**config.mk**
```make
export PLATFORM = sky130hd
export DESIGN_NAME = spi_regport
export DESIGN_NICKNAME = d
export VERILOG_FILES = /design/src/rtl/spi_regport_pkg.sv /design/src/rtl/spi_regport_sync.sv /design/src/rtl/spi_regport_edge.sv /design/src/rtl/spi_regport_core.sv /design/src/rtl/spi_regport.sv
export SDC_FILE = /design/constraint.sdc
export NUM_CORES = 1
export LEC_CHECK = 0
export BUFFER_PORTS_ARGS = -buffer_cell sky130_fd_sc_hd__buf_2
export CAP_MARGIN = 20
export CORE_ASPECT_RATIO = 1.1
export CORE_MARGIN = 3
export CORE_UTILIZATION = 58
export DETAILED_ROUTE_END_ITERATION = 10
export PLACE_DENSITY = 0.88
export SYNTH_ARGS = -nofsm -noshare
export SYNTH_HDL_FRONTEND = slang
export SYNTH_SLANG_ARGS = --single-unit
```
**constraint.sdc**
```tcl
create_clock -name clk -period 3.9 [get_ports clk]
set_clock_uncertainty 0.05 [all_clocks]
set_input_delay 0.195 -clock clk [delete_from_list [all_inputs] [get_ports clk]]
set_output_delay 0.195 -clock clk [all_outputs]
set_load 0.01 [all_outputs]
```
**src/rtl/spi_regport_pkg.sv**
```systemverilog
package spi_regport_pkg;
    localparam int DATA_W  = 8;
    localparam int ADDR_W  = 5;
    localparam int CNT_W   = $clog2(DATA_W);
    localparam int DIR_BIT = 1;   // 1 = write
    localparam int ACK_BIT = 0;   // status-stage acknowledge
    localparam logic [CNT_W-1:0] LAST_BIT = CNT_W'(DATA_W - 1);

    typedef struct packed {
        logic              active;
        logic              cmd_phase;
        logic [CNT_W-1:0]  bitcnt;
        logic [DATA_W-1:0] shin;
        logic [DATA_W-1:0] shout;
        logic              arm;
        logic [1:0]        ld;
        logic [ADDR_W-1:0] addr;
        logic              wr_mode;
        logic              wr_p;
        logic              rd_p;
        logic              ack_p;
        logic [DATA_W-1:0] wdata;
    } core_st_t;
endpackage

```
**src/rtl/spi_regport_sync.sv**
```systemverilog
module spi_regport_sync #(
    parameter int         W       = 3,
    parameter int         STAGES  = 2,
    parameter logic [W-1:0] RST_VAL = '0
) (
    input  logic         clk,
    input  logic         rst_n,
    input  logic [W-1:0] d,
    output logic [W-1:0] q
);
    logic [STAGES-1:0][W-1:0] st_d, st_q;

    always_comb begin
        st_d[0] = d;
        for (int i = 1; i < STAGES; i++) st_d[i] = st_q[i-1];
    end

    always_ff @(posedge clk or negedge rst_n) begin
        if (!rst_n) st_q <= {STAGES{RST_VAL}};
        else        st_q <= st_d;
    end

    assign q = st_q[STAGES-1];
endmodule

```
**src/rtl/spi_regport_edge.sv**
```systemverilog
module spi_regport_edge #(
    parameter int           W       = 1,
    parameter logic [W-1:0] RST_VAL = '0
) (
    input  logic         clk,
    input  logic         rst_n,
    input  logic [W-1:0] lvl,
    output logic [W-1:0] rise,
    output logic [W-1:0] fall
);
    logic [W-1:0] prev_d, prev_q;

    assign prev_d = lvl;

    always_ff @(posedge clk or negedge rst_n) begin
        if (!rst_n) prev_q <= RST_VAL;
        else        prev_q <= prev_d;
    end

    for (genvar i = 0; i < W; i++) begin : g_edge
        assign rise[i] = lvl[i] & ~prev_q[i];
        assign fall[i] = ~lvl[i] & prev_q[i];
    end
endmodule

```
**src/rtl/spi_regport_core.sv**
```systemverilog
module spi_regport_core
    import spi_regport_pkg::*;
(
    input  logic              clk,
    input  logic              rst_n,
    input  logic              active_i,
    input  logic              rise_i,
    input  logic              fall_i,
    input  logic              mosi_i,
    input  logic [DATA_W-1:0] status_i,
    input  logic [DATA_W-1:0] rdata_i,
    output logic              miso_o,
    output logic [ADDR_W-1:0] addr_o,
    output logic              wr_o,
    output logic [DATA_W-1:0] wdata_o,
    output logic              rd_o,
    output logic              ack_o
);
    core_st_t q, n;
    logic [DATA_W-1:0] byte_v;

    always_comb begin
        n        = q;
        n.wr_p   = 1'b0;
        n.rd_p   = 1'b0;
        n.ack_p  = 1'b0;
        n.active = active_i;
        byte_v   = {q.shin[DATA_W-2:0], mosi_i};
        if (!active_i) begin
            // idle: clear framing, track the live status for the next command
            n.bitcnt    = '0;
            n.cmd_phase = 1'b1;
            n.arm       = 1'b0;
            n.ld        = 2'd0;
            n.shin      = '0;
            n.shout     = status_i;
        end else begin
            if (q.ld == 2'd2) begin
                n.ld = 2'd1;
            end else if (q.ld == 2'd1) begin
                n.shout = rdata_i;
                n.ld    = 2'd0;
            end
            if (rise_i) begin
                n.shin = byte_v;
                if (q.bitcnt == LAST_BIT) begin
                    n.bitcnt = '0;
                    n.arm    = 1'b0;
                    if (q.cmd_phase) begin
                        n.cmd_phase = 1'b0;
                        n.addr      = byte_v[DATA_W-1 -: ADDR_W];
                        n.wr_mode   = byte_v[DIR_BIT];
                        n.ack_p     = byte_v[ACK_BIT];
                        if (byte_v[DIR_BIT]) n.shout = '0;
                        else                 n.ld    = 2'd2;
                    end else if (q.wr_mode) begin
                        n.wr_p  = 1'b1;
                        n.wdata = byte_v;
                        n.shout = '0;
                    end else begin
                        n.rd_p = 1'b1;
                        n.ld   = 2'd2;
                    end
                end else begin
                    n.bitcnt = q.bitcnt + 1'b1;
                    n.arm    = 1'b1;
                end
            end else if (fall_i && q.arm) begin
                n.shout = {q.shout[DATA_W-2:0], 1'b0};
                n.arm   = 1'b0;
            end
        end
    end

    always_ff @(posedge clk or negedge rst_n) begin
        if (!rst_n) begin
            q           <= '0;
            q.cmd_phase <= 1'b1;
        end else begin
            q <= n;
        end
    end

    assign miso_o  = q.active & q.shout[DATA_W-1];
    assign addr_o  = q.addr;
    assign wr_o    = q.wr_p;
    assign wdata_o = q.wdata;
    assign rd_o    = q.rd_p;
    assign ack_o   = q.ack_p;

    assert_wr_rd_excl_R11: assert property (@(posedge clk) disable iff (!rst_n)
        !(q.wr_p && q.rd_p));
    assert_wr_dir_R2: assert property (@(posedge clk) disable iff (!rst_n)
        q.wr_p |-> q.wr_mode);
    assert_rd_dir_R6: assert property (@(posedge clk) disable iff (!rst_n)
        q.rd_p |-> !q.wr_mode);
    assert_ack_single_R3: assert property (@(posedge clk) disable iff (!rst_n)
        q.ack_p |=> !q.ack_p);
    assert_idle_clear_R10: assert property (@(posedge clk) disable iff (!rst_n)
        !active_i |=> (q.bitcnt == '0 && q.cmd_phase));
    assert_data_after_cmd_R1: assert property (@(posedge clk) disable iff (!rst_n)
        (q.wr_p || q.rd_p) |-> !q.cmd_phase);
endmodule

```
**src/rtl/spi_regport.sv**
```systemverilog
module spi_regport
    import spi_regport_pkg::*;
#(
    parameter int SYNC_STAGES = 2
) (
    input  logic              clk,
    input  logic              rst_n,
    input  logic              sclk,
    input  logic              mosi,
    input  logic              ss_n,
    output logic              miso,
    input  logic [DATA_W-1:0] status_i,
    output logic [ADDR_W-1:0] reg_addr,
    output logic              reg_wr,
    output logic [DATA_W-1:0] reg_wdata,
    output logic              reg_rd,
    input  logic [DATA_W-1:0] reg_rdata,
    output logic              ack_stb
);
    logic [2:0] pins_s;
    logic [0:0] sclk_rise, sclk_fall;

    spi_regport_sync #(.W(3), .STAGES(SYNC_STAGES), .RST_VAL(3'b100)) u_sync (
        .clk(clk), .rst_n(rst_n), .d({ss_n, mosi, sclk}), .q(pins_s));

    spi_regport_edge #(.W(1), .RST_VAL(1'b0)) u_edge (
        .clk(clk), .rst_n(rst_n), .lvl(pins_s[0]),
        .rise(sclk_rise), .fall(sclk_fall));

    spi_regport_core u_core (
        .clk(clk), .rst_n(rst_n),
        .active_i(~pins_s[2]), .rise_i(sclk_rise[0]), .fall_i(sclk_fall[0]),
        .mosi_i(pins_s[1]), .status_i(status_i), .rdata_i(reg_rdata),
        .miso_o(miso), .addr_o(reg_addr), .wr_o(reg_wr), .wdata_o(reg_wdata),
        .rd_o(reg_rd), .ack_o(ack_stb));

    assert_strobe_single_R11: assert property (@(posedge clk) disable iff (!rst_n)
        reg_wr |=> !reg_wr);
    assert_idle_miso_R1: assert property (@(posedge clk) disable iff (!rst_n)
        (pins_s[2] && $past(pins_s[2])) |-> !miso);
endmodule

```
==> results.md, run 1 <==
* Vias per cell at ~5.5
* Setup tns final at 0 ns
* Residual DRC at 0
* Nets at ~220
* Critical Path AT at ~2.3 ns
* Reg power frac at around 65%
* HPWL Detailed at 2520 um
* Ant. Diodes at 0
* Area Overhead vs Synth at 11.0%
* Die ar. at between 0.004 and 0.005 sq mm
* Clock Tree Buf Depth at 2
* Number of synthesized flops with an enable pin at 0
* Int Power at 596 uW
* Switch Pwr at a little under 200 uW
* Post-synth ARST share at 100%
* Post-synth net total at 192
* Clock share of power at between 20% and 30%
* Vias in the first global route at 1,366
* Status: completed
* Die height at between 60 and 70 um
* Yosys warns at 0
* Synth Cell Area at 0.00204 sq mm
* Tcrit/Tclk final at 51.8%
* Drt first pass iters at 4
* TritonCTS clock tree: yes
* Pwr/cell area at between 300 and 400 mW/mm^2
* Power Total at about 790 uW
* Final hold vios at 0
* Tmin final at around 2 ns
* Overflow after GRT at 0
* Post-synthesis sequential area ratio at around 58%
* Combinational power share at under 10%
* Num CTS Buffers at 5
* Post-place setup slack at between 1.5 and 2 ns
* Drt wl/cell at around 15 um
* Switch share at 24.8%
* All-layer global routing usage at between 10% and 20%
* Routed wire length at roughly 3700 um
* I/O Buffers at 37
* Max Cap Violations at 0
* Gate Count Post-Synth at between 150 and 200
* RSZ-0062 raised after global routing: no
* Num rows at 21
* Initial DRC count at 84
* FMAX at slightly below 500 MHz
* VDD IR-drop max at 0.274 mV
* Slew Viols, Final at 0
* Final Wtd Congestion at between 0.7 and 0.8
* Filler Cell Count at roughly 250
* First-pass GRT wire length at just over 6000 um
* Max-slew headroom at approximately 34%
* Share of cells above drive strength 1 at between 30% and 40%
* Final worst-path setup slack at 1.88 ns
* CTS sink count at 47
* Worst min-delay path class: in2reg
* Largest net degree at the start of global routing at 48
* Post-CTS Setup Repair Bufs at 0
* Avg Inst Size Synth at between 10 and 15 sq um
* H-tree levels at 2
* Worst EP required at roughly 4.1 ns
* Critical path endpoint category: flop
* Placeable Area at around 0.0032 sq mm
* Clk slew on worst S/H paths at around 0.13 ns
* Die width at about 62 um
* Synthesized flop and latch total at 47
* Vias post-DR at 1,355
* Lkg Pwr at between 0.001 and 0.0015 uW
* Starting Density at 63.5%
* Initial antenna violation count at 0
* Least-Margin Pin Slew at about 0.98 ns
* Peak fanout along the critical path at 12
* Worst skew pair latency at about 0.37 ns
* Final core occ at around 70%
* Root Buffer Master: clkbuf_4
* Setup violators final at 0
* Synth cell types at 32
* Top Ports at 38
* ANT nets after route at 0
* Class of the most critical setup path: reg2reg
* CP Launch Type: flop
* Synth Flop Type: dfrtp_1
power by group through the flow:
| stage | clock [uW] | combinational [uW] | sequential (uW) |
|---|---|---|---|
| global route | 253 | 60.4 | 518 |
| finish | 223 | 53.5 | 516 |
| CTS | 232 | 54.2 | 516 |
| detailed placement | 0 | 49.8 | 525 |
| floorplan | 0 | 29.1 | 518 |
| global placement | 0 | 46.9 | 524 |
worst paths after layout:
check,startpoint,to,slack [ns],cells past startpoint
max,u_sync.q[0],u_core.q[23],1.88,3
min,status_i[7],u_core.q[27],0.07,4
max reg2reg,u_sync.q[0],u_core.q[23],1.88,3
min reg2reg,u_sync.st_d[4],u_sync.q[1],0.32,0
max in group asynchronous,rst_n,u_core.wdata_o[1],2.74,2
min in group asynchronous,rst_n,u_core.wr_o,0.45,2
cell usage in the layout, fill, tap and decap left out, types with 2 or more instances in the layout:
| master | netlist | final |
|---|---|---|
| dfrtp_1 | 44 | 44 |
| buf_2 | 1 | 37 |
| nand2_1 | 21 | 21 |
| mux2_2 | 14 | 14 |
| a21oi_1 | 10 | 10 |
| mux2i_1 | 9 | 9 |
| and2_1 | 8 | 8 |
| o31ai_1 | 8 | 8 |
| a31oi_1 | 7 | 7 |
| clkbuf_4 | 0 | 5 |
| dlygate4sd3_1 | 0 | 5 |
| nand3b_1 | 3 | 3 |
| dfstp_2 | 3 | 3 |
| nor2b_1 | 2 | 2 |
| and3_1 | 2 | 2 |
| nor2_1 | 2 | 2 |
| ha_1 | 2 | 2 |
| clkinvlp_4 | 0 | 2 |
routing by layer:
metal  global-route usage, %  vias to the layer above  wire length (um)
met5                       0                        -                 0
met4                    7.71                        0                59
met3                    6.24                        7               172
met2                    34.8                       38              1990
met1                    21.2                      678              1510
li1                        -                      632                 -
sequential cells by signal (all words and copies together) (netlist names):
signal,count
u_core.wdata_o,8
u_sync.st_d,3
u_core.ack_o,1
u_core.q,17
u_edge.prev_q,1
u_core.wr_o,1
u_sync.q,3
u_core.addr_o,5
u_core.byte_v,7
u_core.rd_o,1
critical path, stage by stage (launching register included):
cell     delay [ns]
dfrtp_1        0.48
nor2b_1        0.78
a22oi_2        0.30
o31ai_1        0.32
timing repair:
item / 4_1_cts / 5_1_grt
endpoints found under the hold margin: 48 / 0
hold buffers: 5 / 0
gates resized for setup: 0 / 0
logic make-up after synthesis:
kind of cell	synth area share (%)
compound gates	9.04
xor+xnor	0.430
flops	58.0
simple gates	12.6
buf+inv	6.58
fa+ha+maj	1.23
mux	12.2
synthesized netlist by cell type (2+ instances only):
cell type	instances	area (sq um)
dfrtp_1	44	1100
nand2_1	21	78.8
mux2_2	14	158
buf_4	13	97.6
a21oi_1	10	50.1
mux2i_1	9	90.1
and2_1	8	50.1
o31ai_1	8	60.1
a31oi_1	7	43.8
clkbuf_1	5	18.8
dfstp_2	3	78.8
nand3b_1	3	22.5
and3_1	2	12.5
ha_1	2	25.0
nor2_1	2	7.51
nor2b_1	2	12.5
per-stage QoR:
stage	std cells	hold WS, ns	instance area (sq um)
6_report	245	0.0729	2260
5_1_grt	245	0.0628	2260
4_1_cts	245	0.0632	2260
3_5_place_dp	232	0.251	2150
3_3_place_gp	232	0.252	2150
2_1_floorplan	169	-0.151	2040
cell type report:
| class | count | area [sq um] | share of cell area (%) |
|---|---|---|---|
| Sequential cell | 47 | 1180 | 52.2 |
| Multi-Input combinational cell | 100 | 722 | 31.9 |
| Timing Repair Buffer | 42 | 235 | 10.4 |
| Tap cell | 46 | 57.6 | 2.55 |
| Clock buffer | 5 | 37.5 | 1.66 |
| Clock inverter | 3 | 20.0 | 0.886 |
| Inverter | 2 | 7.51 | 0.332 |
No activity file was read; power rests on OpenSTA's default activity.
==> run 2: changes to the inputs <==
- CORE_UTILIZATION: 58 -> 49
- PLACE_DENSITY: 0.88 -> 0.8
- clock period: 3.9 -> 1.6 ns (I/O delays scaled with it)
==> run 2 against run 1 <==
  * Critical endpoint is now u_core.wdata_o[2]
  * Flip-flop and latch count stayed put
  * Largest cell class unchanged
  * Worst hold slack worse by 0.028 ns
  * Largest power group unchanged
  * Die area grew 17%
  * Critical path type unchanged
  * Combinational power grew to 3.8 times the previous value
  * The run now ends with setup timing left
  * Worst setup slack worse by 2.0 ns
  * Highest routed layer unchanged
==> results.md, run 2 (synthesis gave the netlist of run 1 again) <==
* Residual DRC at 0
* Int Power at between 1500 and 2000 uW
* Combinational power share at under 10%
* ANT nets after route at 0
* Commonest non-fill, non-tap cells in the layout: 44 x dfrtp_1, 37 x buf_2, 20 x nand2_1
* Least-Margin Pin Slew at between 0.3 and 0.4 ns
* First-pass GRT wire length at roughly 7000 um
* Max FFs per register at 17
* Switch Pwr at ~500 uW
* Worst min-delay path class: in2reg
* Vias in the first global route at ~1,500
* Share of cells above drive strength 1 at a little under half
* HPWL Detailed at approximately 2700 um
* Tcrit/Tclk final at 105%
* TritonCTS clock tree: yes
* CP Launch Type: flop
* Initial DRC count at between 100 and 150
* Critical path endpoint category: flop
* Slew Viols, Final at 0
* Worst skew pair latency at slightly below 0.3 ns
* FMAX at ~590 MHz
* I/O Buffers at 37
* FF/Latch Area at 0.00118 sq mm
* Setup tns final at -0.715 ns
* Status: finished, violations left
* Worst EP required at roughly 1.7 ns
* Setup violators final at 18
* Final hold vios at 0
* Num CTS Buffers at 5
* H-tree levels at 2
* Critical Path AT at about 1.8 ns
* Num rows at 23
* Largest net degree at the start of global routing at 42
* Placeable Area at around 0.0038 sq mm
* Drt first pass iters at 4
* Lkg Pwr at 0.00132 uW
* Clock Tree Buf Depth at 2
* WHS at 0.0446 ns
* Peak fanout along the critical path at 5
* Initial antenna violation count at 0
* Reg power frac at between 50% and 60%
* Starting Density at 53.2%
* Multi-input logic area at roughly 930 sq um
* Failing checks: setup timing
* Die width at between 60 and 70 um
* Top Ports at 38
* CTS sink count at 47
* Max Cap Violations at 0
* Tmin final at approximately 1.7 ns
* Vias per cell at 5.32
* RSZ-0062 raised after global routing: yes
* Die height at 73.6 um
* Die ar. at ~0.0050 sq mm
* Most flops, register: u_core.q
* Ant. Diodes at 0
* Area Overhead vs Synth at 30.0%
* Final Wtd Congestion at 0.763
* Filler Cell Count at 278
* Vias post-DR at between 1,000 and 1,500
* Nets at between 200 and 250
* Pwr/cell area at between 800 and 900 mW/mm^2
* Final worst-path setup slack at -0.0834 ns
* All-layer global routing usage at a little under a fifth
* Most common cell after layout, fill and taps aside: dfrtp_1
* Class of the most critical setup path: reg2reg
* VDD IR-drop max at 0.505 mV
* Max-slew headroom at between 70% and 80%
* Switch share at roughly a quarter
* Overflow after GRT at 0
* Drt wl/cell at around 16 um
* Root Buffer Master: clkbuf_8
* Clk slew on worst S/H paths at around 0.08 ns
* Clock share of power at a little under a third
* Routed wire length at about 4200 um
[run 2: changes by cell type in the layout (fill, tap and decap cells not counted), sizes merged]
cell      before  now
clkinv         2    0
clkbuf         5    8
nand3b         4    5
clkinvlp       2    0
buf           37   54
inv            1    2
[run 2: metrics by stage]
stage	total power (uW)	std cells	instance area (sq um)	util, %	worst slack (ns)
floorplan	1340	169	2080	-	-0.0209
global placement	1410	248	2300	60.2	-0.0345
detailed placement	1420	248	2300	60.2	-0.105
CTS	2120	266	2550	66.6	-0.0703
global route	2210	267	2650	69.1	-0.151
finish	2130	267	2650	69.1	-0.0834
[run 2: path summary, 6_finish.rpt]
| check | start | endpoint | slack [ns] | depth (start not counted) |
|---|---|---|---|---|
| worst max-delay path | u_core.q[36] | u_core.wdata_o[2] | -0.08 | 5 |
| worst min-delay path | status_i[3] | u_core.q[23] | 0.04 | 4 |
| worst max register to register | u_core.q[36] | u_core.wdata_o[2] | -0.08 | 5 |
| worst min register to register | u_sync.st_d[5] | u_sync.q[2] | 0.31 | 0 |
| max in group asynchronous | rst_n | u_sync.q[2] | 0.88 | 3 |
| min in group asynchronous | rst_n | u_core.ack_o | 0.10 | 2 |
[run 2: area by class of cell]
cell class / instances / share of cell area [%]
Timing Repair Buffer: 59 / 14.6
Tap cell: 50 / 2.36
Inverter: 2 / 0.378
Clock buffer: 8 / 3.03
Multi-Input combinational cell: 101 / 35.0
Sequential cell: 47 / 44.6
[run 2: power by group through the flow]
stage          registers [uW]  logic [uW]  clock network (uW)
6_report                 1250         205                 673
5_1_grt                  1250         227                 730
4_1_cts                  1250         178                 691
3_5_place_dp             1270         150                   0
3_3_place_gp             1270         140                   0
2_1_floorplan            1260        71.3                   0
[run 2: critical path, cell delays in order (launching register included)]
cell and delay (ns):
dfrtp_1 0.39, ha_2 0.20, ha_4 0.12, and4bb_4 0.32, nand3b_4 0.16, mux2_4 0.33
[run 2: metal layers]
metal  GRT usage, %  wire length [um]  vias up
met5              0                 0        -
met4           4.73                65        0
met3           5.05               201        9
met2           33.6              2280       41
met1           21.8              1660      700
li1               -                 -      671
[run 2: repair_timing]
item	CTS	global route
endpoints found under the setup margin	22	23
gates cloned	1	0
hold endpoints to repair	48	0
pin swaps	2	6
buffers inserted	5	1
resized for setup	15	15
hold buffers	5	0
